[src/rtl/ts_pkg.sv]
package ts_pkg;
    localparam int SLOT_BITS = 8;
    localparam int B1_FIRST  = 1;
    localparam int B2_FIRST  = 11;
    localparam int LAST_EDGE = B2_FIRST + SLOT_BITS - 1;
    localparam int IDLE_EDGE = LAST_EDGE + 2;
    localparam int EDGE_W    = $clog2(IDLE_EDGE + 1);

    typedef logic [EDGE_W-1:0]    edge_t;
    typedef logic [SLOT_BITS-1:0] octet_t;

    typedef enum logic {
        SLOT_B1 = 1'b0,
        SLOT_B2 = 1'b1
    } slot_e;

    typedef struct packed {
        edge_t idx;
        slot_e slot;
    } frame_t;

    function automatic edge_t first_edge(slot_e s);
        return (s == SLOT_B2) ? edge_t'(B2_FIRST) : edge_t'(B1_FIRST);
    endfunction

    function automatic logic in_slot(edge_t e, slot_e s);
        return (e >= first_edge(s)) && (e <= first_edge(s) + edge_t'(SLOT_BITS - 1));
    endfunction

    function automatic logic slot_end(edge_t e, slot_e s);
        return e == first_edge(s) + edge_t'(SLOT_BITS - 1);
    endfunction
endpackage

[src/rtl/ts_frame_timer.sv]
module ts_frame_timer
    import ts_pkg::*;
(
    input  logic   clk,
    input  logic   rst,
    input  logic   sync_in,
    input  logic   slot_sel,
    output frame_t frame
);
    frame_t fr_q;

    always_ff @(posedge clk) begin
        if (rst) begin
            fr_q.idx  <= edge_t'(IDLE_EDGE);
            fr_q.slot <= SLOT_B1;
        end else if (sync_in) begin
            fr_q.idx  <= edge_t'(1);
            fr_q.slot <= slot_e'(slot_sel);
        end else if (fr_q.idx != edge_t'(IDLE_EDGE)) begin
            fr_q.idx  <= fr_q.idx + edge_t'(1);
        end
    end

    assign frame = fr_q;
endmodule

[src/rtl/ts_tx_slot.sv]
module ts_tx_slot
    import ts_pkg::*;
(
    input  logic   clk,
    input  logic   rst,
    input  logic   sync_in,
    input  frame_t frame,
    input  octet_t tx_byte,
    output logic   tx_bit,
    output logic   tx_oe
);
    octet_t sh_q;
    logic   bit_q;
    logic   oe_q;

    always_ff @(posedge clk) begin
        if (rst) begin
            sh_q  <= '0;
            bit_q <= 1'b0;
            oe_q  <= 1'b0;
        end else if (sync_in) begin
            sh_q  <= tx_byte;
            bit_q <= 1'b0;
            oe_q  <= 1'b0;
        end else if (in_slot(frame.idx, frame.slot)) begin
            bit_q <= sh_q[SLOT_BITS-1];
            sh_q  <= {sh_q[SLOT_BITS-2:0], 1'b0};
            oe_q  <= 1'b1;
        end else begin
            bit_q <= 1'b0;
            oe_q  <= 1'b0;
        end
    end

    assign tx_bit = bit_q;
    assign tx_oe  = oe_q;


    oe_after_sync_chk: assert property (@(posedge clk) disable iff (rst)
        sync_in |=> !tx_oe);


    quiet_line_chk: assert property (@(posedge clk) disable iff (rst)
        !tx_oe |-> !tx_bit);


    oe_start_edge_chk: assert property (@(posedge clk) disable iff (rst)
        $rose(tx_oe) |-> ($past(frame.idx) == edge_t'(B1_FIRST)) ||
                         ($past(frame.idx) == edge_t'(B2_FIRST)));
endmodule

[src/rtl/ts_rx_slot.sv]
module ts_rx_slot
    import ts_pkg::*;
(
    input  logic   clk,
    input  logic   rst,
    input  frame_t frame,
    input  logic   rx_bit,
    output octet_t rx_byte,
    output logic   rx_valid
);
    octet_t sh_n;
    logic   done_n;
    octet_t byte_q;
    logic   vld_q;
    edge_t  fall_idx;

    assign fall_idx = frame.idx - edge_t'(1);

    always_ff @(negedge clk) begin
        if (rst) begin
            sh_n   <= '0;
            done_n <= 1'b0;
        end else begin
            done_n <= 1'b0;
            if (in_slot(fall_idx, frame.slot)) begin
                sh_n <= {sh_n[SLOT_BITS-2:0], rx_bit};
                if (slot_end(fall_idx, frame.slot)) begin
                    done_n <= 1'b1;
                end
            end
        end
    end

    always_ff @(posedge clk) begin
        if (rst) begin
            byte_q <= '0;
            vld_q  <= 1'b0;
        end else begin
            vld_q <= done_n;
            if (done_n) begin
                byte_q <= sh_n;
            end
        end
    end

    assign rx_byte  = byte_q;
    assign rx_valid = vld_q;


    single_strobe_chk: assert property (@(posedge clk) disable iff (rst)
        rx_valid |=> !rx_valid);


    byte_hold_chk: assert property (@(posedge clk) disable iff (rst)
        !rx_valid |-> $stable(rx_byte));
endmodule

[src/rtl/ts_port.sv]
module ts_port
    import ts_pkg::*;
(
    input  logic       clk,
    input  logic       rst,
    input  logic       sync_in,
    input  logic       slot_sel,
    input  logic [7:0] tx_byte,
    input  logic       rx_bit,
    output logic       tx_bit,
    output logic       tx_oe,
    output logic [7:0] rx_byte,
    output logic       rx_valid
);
    frame_t frame;

    ts_frame_timer u_timer (
        .clk     (clk),
        .rst     (rst),
        .sync_in (sync_in),
        .slot_sel(slot_sel),
        .frame   (frame)
    );

    ts_tx_slot u_tx (
        .clk     (clk),
        .rst     (rst),
        .sync_in (sync_in),
        .frame   (frame),
        .tx_byte (tx_byte),
        .tx_bit  (tx_bit),
        .tx_oe   (tx_oe)
    );

    ts_rx_slot u_rx (
        .clk     (clk),
        .rst     (rst),
        .frame   (frame),
        .rx_bit  (rx_bit),
        .rx_byte (rx_byte),
        .rx_valid(rx_valid)
    );
endmodule

[config.mk]
export PLATFORM = sky130hd
export DESIGN_NAME = ts_port
export DESIGN_NICKNAME = d
export VERILOG_FILES = /design/src/rtl/ts_pkg.sv /design/src/rtl/ts_frame_timer.sv /design/src/rtl/ts_tx_slot.sv /design/src/rtl/ts_rx_slot.sv /design/src/rtl/ts_port.sv
export SDC_FILE = /design/constraint.sdc
export NUM_CORES = 1
export LEC_CHECK = 0
export ABC_AREA = 1
export BUFFER_PORTS_ARGS = -buffer_cell sky130_fd_sc_hd__buf_2
export CAP_MARGIN = 5
export CORE_UTILIZATION = 56
export CTS_CLUSTER_SIZE = 25
export DETAILED_ROUTE_END_ITERATION = 10
export GPL_TIMING_DRIVEN = 0
export HOLD_SLACK_MARGIN = 0.06
export PLACE_DENSITY = 0.74
export SLEW_MARGIN = 20
export SYNTH_ARGS = -nofsm -noshare
export SYNTH_HDL_FRONTEND = slang
export SYNTH_SLANG_ARGS = --single-unit
[constraint.sdc]
create_clock -name clk -period 2.6 [get_ports clk]
set_input_delay 0.39 -clock clk [delete_from_list [all_inputs] [get_ports clk]]
set_output_delay 0.39 -clock clk [all_outputs]
set_load 0.005 [all_outputs]
==> results by group, run 1 <==
Pwr
  – Net Sw Frac: 0.3448
  – Internal power: around 950 µW
  – Comb power frac: 0.294
  – PD cells: between 600 and 700 mW/mm²
  – Leak: ~1.1 nW
  – NetSw: ~500 µW
  – Maximum vdd drop: 0.7031 mV
  – Reg power frac: 0.413
  – Clock network power share: 0.293

GRT
  – Vias in the first global route: 1506
  – Initial antenna violation count: 0
  – Largest net degree at the start of global routing: 12
  – First-pass GRT wire length: between 6000 and 7000 µm
  – Total grt overflow: 0
  – GRT Overall Usage: 0.2579

Logic synthesis
  – Count leader, synth: nand2_1
  – YS warnings: 0
  – Top_reg_cell synth: dfxtp_1
  – Mapped cell area: approximately 0.0018 mm²
  – Syn_nets: approximately 260
  – Synth top area share: 0.3872
  – Largest area contributor in the netlist: dfxtp_1
  – Syn Area/Cell: 7.386 µm²
  – Most instantiated cells after synthesis: 52 x nand2_1, 34 x dfxtp_1, 26 x inv_1
  – Top cells by area in the synthesized netlist: dfxtp_1 39%, nand2_1 11%, a21oi_1 7.1%
  – Seq cells post-synth: 34
  – Sequential-to-total area share from yosys stat: 0.3872
  – Synth cell types: 28
  – Post-synth EDFFs: 0
  – Synth async-reset ratio: 0
  – Syn Inst Count: 238

Drt
  – DR WL/cell: 12.20 µm
  – DR iter-0 viols: between 60 and 70
  – DR vias: 1706
  – DRT Wirelength: ~4000 µm
  – Vias/cell: 5.265
  – Pre-Repair DR Iteration Count: 4
  – ANT nets after route: 0
  – # DRC: 0

Worst setup path
  – Worst path arrival time: approximately 2.3 ns
  – Critical Path Fanout Max: 5
  – CP Launch Type: register
  – Crit Path Class: register to register
  – WP data required: between 1.5 and 2 ns
  – CP Capture Type: register

Timing
  – Clock skew: around 0.074 ns
  – Setup TNS: -6.466 ns
  – Hold WS: about 0.28 ns
  – Max Slew Vio Count: 0
  – RSZ-0062 raised after global routing: yes
  – Worst-Margin Slew: roughly 0.47 ns
  – Final setup viols: 9
  – Rel. slew slack: 0.6886
  – Final WS setup: -0.7364 ns
  – Endpoints failing hold: 0

Floorplan
  – Initial Util: 0.6162
  – I/O Pins: 24
  – Die H: 58.03 µm
  – Core region area: around 0.0029 mm²
  – Die X: ~58 µm
  – Die area: around 0.0034 mm²
  – Rows: 19

Clock tree
  – Reg clk slew, reported paths: ~0.12 ns
  – Num CTS Buffers: 5
  – Clock Sinks: 34
  – CTS tree: yes
  – Worst skew pair latency: just over 0.4 ns
  – Worst-case clock buffer depth: 2
  – CTS Hold Buffers Added: 0
  – H-Tree Depth: 2
  – Clock root cell: clkbuf_4

Placed design
  – GPL Wtd Cong: 0.7998
  – Dpl cells: about 300
  – Port bufs: 23
  – Detail Placement HPWL: between 2000 and 2500 µm

Run
  – Max-cap violation count: 0

Cells and area
  – Net count, final: about 320
  – Post-Layout Cell Count: ~320
  – Ratio of cells with drive above 1 in the final layout: 0.3038
  – Area delta synth->final: 28.83%
  – Ant diodes: 0
  – Fin util: 0.7939

Run status
  – Failing checks: setup timing
  – Status: finished, violations left

Worst hold path
  – HP Class: input pin to register
## worst max-delay path, cell delays in order (launching register included)
cell and delay (ns):
dfxtp_4 0.38, inv_6 0.07, ha_4 0.15, nand3_2 0.08, nand2_2 0.07, nand2_2 0.07
ha_4 0.27, inv_2 0.04, nor2_4 0.08, buf_4 0.11, nand4_1 0.10, nand3_2 0.13
nand2_4 0.10, buf_8 0.15, a21oi_1 0.11, nor2_1 0.05
## final timing paths
check	startpoint	endpoint	slack, ns	cells past startpoint
setup reg to reg	u_timer.frame[1]$_SDFFE_PP0P_	u_rx.sh_n[3]$_SDFFE_NP0P_	-0.74	15
hold / removal	tx_byte[0]	u_tx.sh_q[0]$_SDFFE_PP0P_	0.28	3
hold reg to reg	u_rx.sh_n[3]$_SDFFE_NP0P_	u_rx.sh_n[3]$_SDFFE_NP0P_	0.47	2
setup / recovery	u_timer.frame[1]$_SDFFE_PP0P_	u_rx.sh_n[3]$_SDFFE_NP0P_	-0.74	15
## per-layer routing
metal,vias up,routed length [µm],GRT usage
li1,884,-,-
met5,-,0,0
met2,55,1884,0.4039
met4,0,0,0.08163
met3,0,240,0.06696
met1,767,1828,0.3488
## what timing repair did
| item | in CTS | in global routing |
|---|---|---|
| setup endpoints to repair | 9 | 10 |
| gates cloned | 1 | 0 |
| resized for setup | 14 | 8 |
| pin swaps | 7 | 5 |
| setup buffers | 13 | 2 |
## sequential cells by signal, summed over array words and instances (netlist names)
register,cells
u_tx.tx_oe,1
u_tx.sh_q,8
u_rx.sh_n,8
u_timer.frame,6
u_rx.rx_byte,8
u_tx.tx_bit,1
u_rx.rx_valid,1
u_rx.done_n,1
## power groups by stage
stage               clock, mW  sequential [mW]  combinational, mW
floorplan              0.0237            0.601              0.268
global placement       0.0237            0.607              0.326
CTS                     0.430            0.594              0.405
global route            0.469            0.601              0.474
detailed placement     0.0237            0.607              0.330
finish                  0.425            0.598              0.425
## metrics by stage
stage               setup slack [ns]  cell area, µm²  power (mW)
finish                       -0.7364            2265       1.448
global route                 -0.8359            2265       1.544
CTS                          -0.6991            2233       1.429
global placement             -0.8462            1947      0.9567
floorplan                    -0.6609            1793      0.8929
detailed placement           -0.8755            1947      0.9607
## cell families after synthesis
group,count (synthesis),share of synthesized area
adder cells (fa/ha/maj),10,0.07117
XOR/XNOR,1,0.004983
AO/OA/AOI/OAI,45,0.1423
flip-flops,34,0.3872
buffers and inverters,39,0.1089
AND/OR/NAND/NOR,109,0.2854
## cell type report
| cell class | count | area (µm²) |
|---|---|---|
| Multi-Input combinational cell | 165 | 963.4 |
| Sequential cell | 34 | 690.7 |
| Fill cell | 208 | 588.1 |
| Timing Repair Buffer | 39 | 259.0 |
| Inverter | 28 | 120.1 |
| Buffer | 10 | 78.83 |
| Clock buffer | 6 | 62.56 |
| Clock inverter | 11 | 51.30 |
| Tap cell | 31 | 38.79 |
## cell usage in the layout, fill, tap and decap left out, types with 3 or more instances in the layout
| cell | count |
|---|---|
| clkbuf_1 | 3 |
| clkbuf_4 | 5 |
| inv_1 | 30 |
| dfxtp_1 | 30 |
| inv_2 | 3 |
| o21ai_0 | 13 |
| nand3_1 | 21 |
| buf_6 | 3 |
| ha_1 | 8 |
| a21oi_1 | 23 |
| nand3_2 | 5 |
| nand2_1 | 51 |
| nor2_1 | 17 |
| buf_4 | 15 |
| nand2_2 | 4 |
| buf_2 | 23 |
| a21oi_2 | 7 |
| nand4_1 | 3 |
Note: power is estimated with default switching activity, not from simulation.
==> run 2, diff against run 1 <==
Settings changed: CORE_MARGIN set to 5.
==> run 2 against run 1 <==
Against the previous run:
- the run still ends with setup timing left
- total power down 3.9%
- die area up 29%
- global-route usage down 5.8 points
==> results by group, run 2 (same netlist as run 1, synthesis figures left out) <==
Run status
  – Status: finished, violations left
  – Failing checks: setup timing

Timing
  – Max Slew Vio Count: 0
  – Endpoints failing hold: 0
  – RSZ-0062 raised after global routing: yes
  – Setup TNS: -6.471 ns
  – Final WS setup: -0.7495 ns
  – Clock skew: between 0.06 and 0.07 ns
  – Worst-Margin Slew: roughly 0.49 ns
  – Final setup viols: 9
  – Rel. slew slack: 0.6721

Worst hold path
  – Hold path cells: 3
  – Hold_sp: tx_byte[0]
  – Hold Path End: u_tx.sh_q[0]$_SDFFE_PP0P_
  – HP Class: input pin to register

Clock tree
  – Worst-case clock buffer depth: 2
  – Num CTS Buffers: 5
  – Clock Sinks: 34
  – CTS Hold Buffers Added: 0
  – Clock root cell: clkbuf_4
  – CTS tree: yes
  – Reg clk slew, reported paths: about 0.10 ns
  – H-Tree Depth: 2
  – Worst skew pair latency: ~0.39 ns

Floorplan
  – Core region area: 0.003028 mm²
  – Die X: roughly 66 µm
  – Rows: 20
  – Initial Util: 0.5806
  – Die area: about 0.0044 mm²
  – Die H: around 66 µm
  – I/O Pins: 24

Worst setup path
  – WP data required: roughly 1.6 ns
  – CP most frequent cell: nand3_2
  – Crit-path cells: inv_4, ha_4, nand3_2, nand2_2, nand2_2, ha_4, inv_2, nor2_4, nand3_2, nand3b_1, nand2_4, buf_8, nand3_2, nand2_1, nor2_1
  – Worst path arrival time: 2.31 ns
  – Reg2Reg Launch Point: u_timer.frame[2]$_SDFFE_PP0N_
  – R2R depth: 15
  – Crit Path Class: register to register
  – CP max stage delay: roughly 0.38 ns
  – Reg-to-reg critical path endpoint: u_rx.sh_n[1]$_SDFFE_NP0P_
  – Slowest-stage cell, CP: dfxtp_4
  – CP Capture Type: register
  – Critical Path Fanout Max: 5
  – Flop2flop setup slack: -0.75 ns
  – CP Launch Type: register

Placed design
  – Worst slack, placed: -0.8625 ns
  – GPL Wtd Cong: 0.7374
  – Dpl cells: 305
  – Detail Placement HPWL: 2636 µm
  – Placement Cell Area: ~0.002 mm²
  – Port bufs: 23

Cells and area
  – Ratio of cells with drive above 1 in the final layout: 0.3153
  – Area delta synth->final: 30.96%
  – Post-Layout Cell Count: 339
  – Ant diodes: 0
  – Fin util: 0.7603
  – Filler instances: around 250
  – Net count, final: around 320
  – Commonest non-fill, non-tap cell in the layout: nand2_1
  – Commonest cells after routing, fill and taps aside: 51 x nand2_1, 30 x inv_1, 30 x dfxtp_1, 25 x a21oi_1, 23 x buf_2
  – Design Area, Final: 0.002302 mm²

Drt
  – Pre-Repair DR Iteration Count: 4
  – DR vias: around 1.7k
  – DR WL/cell: between 10 and 15 µm
  – # DRC: 0
  – DR iter-0 viols: a little under 60
  – DRT Wirelength: 4054 µm
  – Vias/cell: approximately 5
  – ANT nets after route: 0

GRT
  – Total grt overflow: 0
  – Initial antenna violation count: 0
  – GRT Overall Usage: 0.2001
  – Vias in the first global route: approximately 1.6k
  – First-pass GRT wire length: just under 7000 µm
  – Largest net degree at the start of global routing: 11

Pwr
  – Internal power: just over 900 µW
  – Comb power frac: 0.313
  – NetSw: roughly 470 µW
  – Clock network power share: 0.256
  – Net Sw Frac: 0.3352
  – Maximum vdd drop: about 0.36 mV
  – Reg power frac: 0.431
  – Leak: 1.128 nW
  – PD cells: ~600 mW/mm²

Run
  – Max-cap violation count: 0
==> run 2: per-layer routing <==
| layer | part of all wire | GRT usage |
|---|---|---|
| met3 | 0.043 | 0.05952 |
| met5 | 0 | 0 |
| met2 | 0.48 | 0.3279 |
| met4 | 0.013 | 0.05076 |
| met1 | 0.46 | 0.2568 |
==> run 2: repair_timing <==
item                       in CTS  in global routing
pin swaps                      11                 15
gates resized for setup        14                 12
buffers inserted               13                  6
gates cloned                    1                  0
setup endpoints to repair       9                 11
==> run 2: per-stage QoR <==
step           total power [mW]  hold slack [ns]
6_report                  1.391           0.2964
4_1_cts                   1.365           0.2881
3_5_place_dp             0.9590           0.4578
5_1_grt                   1.502           0.2933
3_3_place_gp             0.9538           0.4511
2_1_floorplan            0.8929           0.4367
==> run 2: area by class of cell <==
type	count	area [µm²]	share of cell area
clock buffers	8	58.81	0.02554
clock inverters	9	33.78	0.01467
inverters	28	118.9	0.05163
well taps	44	55.05	0.02391
multi-input cells	165	985.9	0.4283
plain buffers	9	67.56	0.02935
flip-flops and latches	34	693.2	0.3011
repair buffers	42	289.0	0.1255
==> run 2: how the worst max path moves through the flow <==
stage	start	end	cells past startpoint
6_report	u_timer.frame[2]$_SDFFE_PP0N_	u_rx.sh_n[1]$_SDFFE_NP0P_	15
5_1_grt	u_timer.frame[4]$_SDFFE_PP0N_	u_rx.sh_n[0]$_SDFFE_NP0P_	13
4_1_cts	u_timer.frame[1]$_SDFFE_PP0P_	u_rx.sh_n[1]$_SDFFE_NP0P_	15
3_5_place_dp	u_timer.frame[1]$_SDFFE_PP0P_	u_rx.sh_n[1]$_SDFFE_NP0P_	15
3_3_place_gp	u_timer.frame[1]$_SDFFE_PP0P_	u_rx.sh_n[1]$_SDFFE_NP0P_	15
2_1_floorplan	u_timer.frame[1]$_SDFFE_PP0P_	u_rx.sh_n[1]$_SDFFE_NP0P_	15
==> run 2: critical path: cells and delay by family, from the launching register on <==
| family | cells | cell delay [ns] |
|---|---|---|
| simple gates | 10 | 0.95 |
| fa+ha+maj | 2 | 0.42 |
| flops | 1 | 0.38 |
| buf+inv | 3 | 0.23 |
==> run 2: power by group through the flow <==
stage / Clock (mW) / Combinational, mW / Sequential [mW]
finish: 0.356 / 0.435 / 0.600
global route: 0.413 / 0.484 / 0.605
CTS: 0.366 / 0.402 / 0.598
detailed placement: 0.0237 / 0.328 / 0.607
global placement: 0.0237 / 0.324 / 0.606
floorplan: 0.0237 / 0.268 / 0.601
==> run 3, diff against run 2 <==
Settings changed: GPL_TIMING_DRIVEN 0 to 1.
==> run 3 against run 2 <==
Against the previous run:
- critical path type unchanged
- final area is 1.1% lower
- clock skew fell by 0.0060 ns
- largest cell class unchanged
- sequential share of layout area shrank 0.054 points
- setup slack gained 0.0075 ns
- the run still ends with setup timing left
- routed wire length rose by 0.44%
- non-clock buffer count unchanged
==> results by group, run 3 (same netlist as run 1, synthesis figures left out) <==
Drt
  – ANT nets after route: 0
  – Vias/cell: a little under 5
  – # DRC: 0
  – DR WL/cell: 12.01 µm
  – DR iter-0 viols: 53
  – Pre-Repair DR Iteration Count: 5
  – DR vias: around 1.7k
  – DRT Wirelength: a little over 4000 µm

Clock tree
  – H-Tree Depth: 2
  – Worst skew pair latency: 0.40 ns
  – CTS tree: yes
  – Reg clk slew, reported paths: around 0.1 ns
  – Clock Sinks: 34
  – Worst-case clock buffer depth: 2
  – Num CTS Buffers: 5
  – Clock root cell: clkbuf_4
  – CTS Hold Buffers Added: 0

Worst hold path
  – Hold_sp: tx_byte[0]
  – Hold path cells: 3
  – HP Class: input pin to register
  – Hold Path End: u_tx.sh_q[0]$_SDFFE_PP0P_

Timing
  – Final setup viols: 9
  – RSZ-0062 raised after global routing: yes
  – Clock skew: roughly 0.057 ns
  – Worst-Margin Slew: 0.4691 ns
  – Endpoints failing hold: 0
  – Rel. slew slack: 0.6869
  – Final WS setup: -0.7421 ns
  – Max Slew Vio Count: 0

Run status
  – Failing checks: setup timing
  – Status: finished, violations left

Pwr
  – Clock network power share: 0.271
  – Net Sw Frac: 0.3391
  – Internal power: 925.7 µW
  – Maximum vdd drop: 0.4441 mV
  – Comb power frac: 0.304
  – NetSw: around 480 µW
  – Overall Power: 1.401 mW
  – PD cells: around 600 mW/mm²
  – Leak: between 1 and 1.5 nW
  – Reg power frac: 0.425

Floorplan
  – Core region area: roughly 0.0030 mm²
  – Die X: approximately 66 µm
  – I/O Pins: 24
  – Die area: approximately 0.0044 mm²
  – Die H: approximately 66 µm
  – Initial Util: 0.5806
  – Rows: 20

Worst setup path
  – CP Capture Type: register
  – Crit Path Class: register to register
  – Critical Path Fanout Max: 8
  – Worst path arrival time: 2.33 ns
  – Flop2flop setup slack: -0.74 ns
  – R2R depth: 15
  – Reg2Reg Launch Point: u_timer.frame[1]$_SDFFE_PP0P_
  – CP Launch Type: register
  – WP data required: about 1.6 ns
  – Reg-to-reg critical path endpoint: u_rx.sh_n[7]$_SDFFE_NP0P_

Run
  – Max-cap violation count: 0

Cells and area
  – Commonest cells after routing, fill and taps aside: 50 x nand2_1, 32 x inv_1, 31 x dfxtp_1, 25 x a21oi_1, 24 x buf_4
  – Commonest non-fill, non-tap cell in the layout: nand2_1
  – Ant diodes: 0
  – Filler instances: about 240
  – Area occupied by multi-input gates: ~1000 µm²
  – Net count, final: about 320
  – Area delta synth->final: 29.54%
  – FF/Latch Area: 684.4 µm²
  – Ratio of cells with drive above 1 in the final layout: 0.3254
  – Design Area, Final: between 0.002 and 0.0025 mm²
  – Post-Layout Cell Count: 339

Placed design
  – GPL Wtd Cong: 0.7932
  – Port bufs: 23
  – Placement Cell Area: between 0.002 and 0.0025 mm²
  – Dpl cells: around 320
  – Detail Placement HPWL: ~2700 µm

GRT
  – Total grt overflow: 0
  – Gr busiest metal: met2
  – First-pass GRT wire length: 6727 µm
  – GRT Overall Usage: 0.2017
  – Met2 Use GR: 0.3367
  – Vias in the first global route: 1561
  – Largest net degree at the start of global routing: 18
  – Initial antenna violation count: 0
  – Global routing usage on met1: 0.2487
  – Met3 GRT Util: 0.03741
-- run 3: changes by cell type in the layout (fill, tap and decap cells not counted), sizes merged --
cell and change:
buf +5, bufinv +1, clkbuf -8, clkinvlp -1, inv +3
-- run 3: through the flow --
step           setup TNS, ns    util  hold WS [ns]  setup slack, ns
2_1_floorplan         -5.249       -        0.4367          -0.6609
4_1_cts               -5.656  0.7178        0.2709          -0.6537
6_report              -6.281  0.7521        0.2781          -0.7421
3_5_place_dp          -5.865  0.6839        0.4599          -0.6837
5_1_grt               -7.422  0.7521        0.2867          -0.8858
3_3_place_gp          -5.665  0.6839        0.4484          -0.6488
-- run 3: cell type report --
cell class,instances,area share
multi-input combinational,165,0.4297
timing repair buffer,51,0.1549
clock buffer,5,0.01648
inverter,28,0.04835
tap,44,0.02418
clock inverter,12,0.02582
sequential,34,0.3005
-- run 3: power by group through the flow --
stage          combinational, mW  sequential [mW]  clock [mW]
2_1_floorplan              0.268            0.601      0.0237
3_3_place_gp               0.347            0.604      0.0237
3_5_place_dp               0.355            0.606      0.0237
4_1_cts                    0.363            0.595       0.386
5_1_grt                    0.473            0.601       0.418
6_report                   0.426            0.596       0.380
-- run 3: worst max-delay path by stage --
stage,startpoint,endpoint,cells after the start
floorplan,u_timer.frame[1]$_SDFFE_PP0P_,u_rx.sh_n[1]$_SDFFE_NP0P_,15
global placement,u_timer.frame[1]$_SDFFE_PP0P_,u_rx.sh_n[4]$_SDFFE_NP0P_,14
detailed placement,u_timer.frame[1]$_SDFFE_PP0P_,u_rx.sh_n[7]$_SDFFE_NP0P_,14
CTS,u_timer.frame[1]$_SDFFE_PP0P_,u_rx.sh_n[1]$_SDFFE_NP0P_,14
global route,u_timer.frame[1]$_SDFFE_PP0P_,u_rx.sh_n[7]$_SDFFE_NP0P_,15
finish,u_timer.frame[1]$_SDFFE_PP0P_,u_rx.sh_n[7]$_SDFFE_NP0P_,15
-- run 3: worst max-delay path, cell delays in order (launching register included) --
cell and delay [ns]:
dfxtp_2 0.34, inv_2 0.08, ha_4 0.15, nand3_2 0.07, nand2_2 0.07, nand2_2 0.07
ha_4 0.27, inv_2 0.04, nor2_4 0.09, nand3_2 0.07, nand3b_1 0.23, nand2_4 0.13
buf_8 0.14, nand3_2 0.07, nand2_1 0.10, nor2_1 0.06
-- run 3: metal layers --
layer | part of all wire | routed length, µm
met1 | 0.45 | 1827
met2 | 0.49 | 2014
met3 | 0.041 | 167
met5 | 0 | 0
met4 | 0.015 | 63
-- run 3: repair_timing --
item,4_1_cts,5_1_grt
pin swaps,1,5
hold endpoints to repair,0,0
buffers inserted,1,5
setup endpoints to repair,9,9
resized for setup,2,15
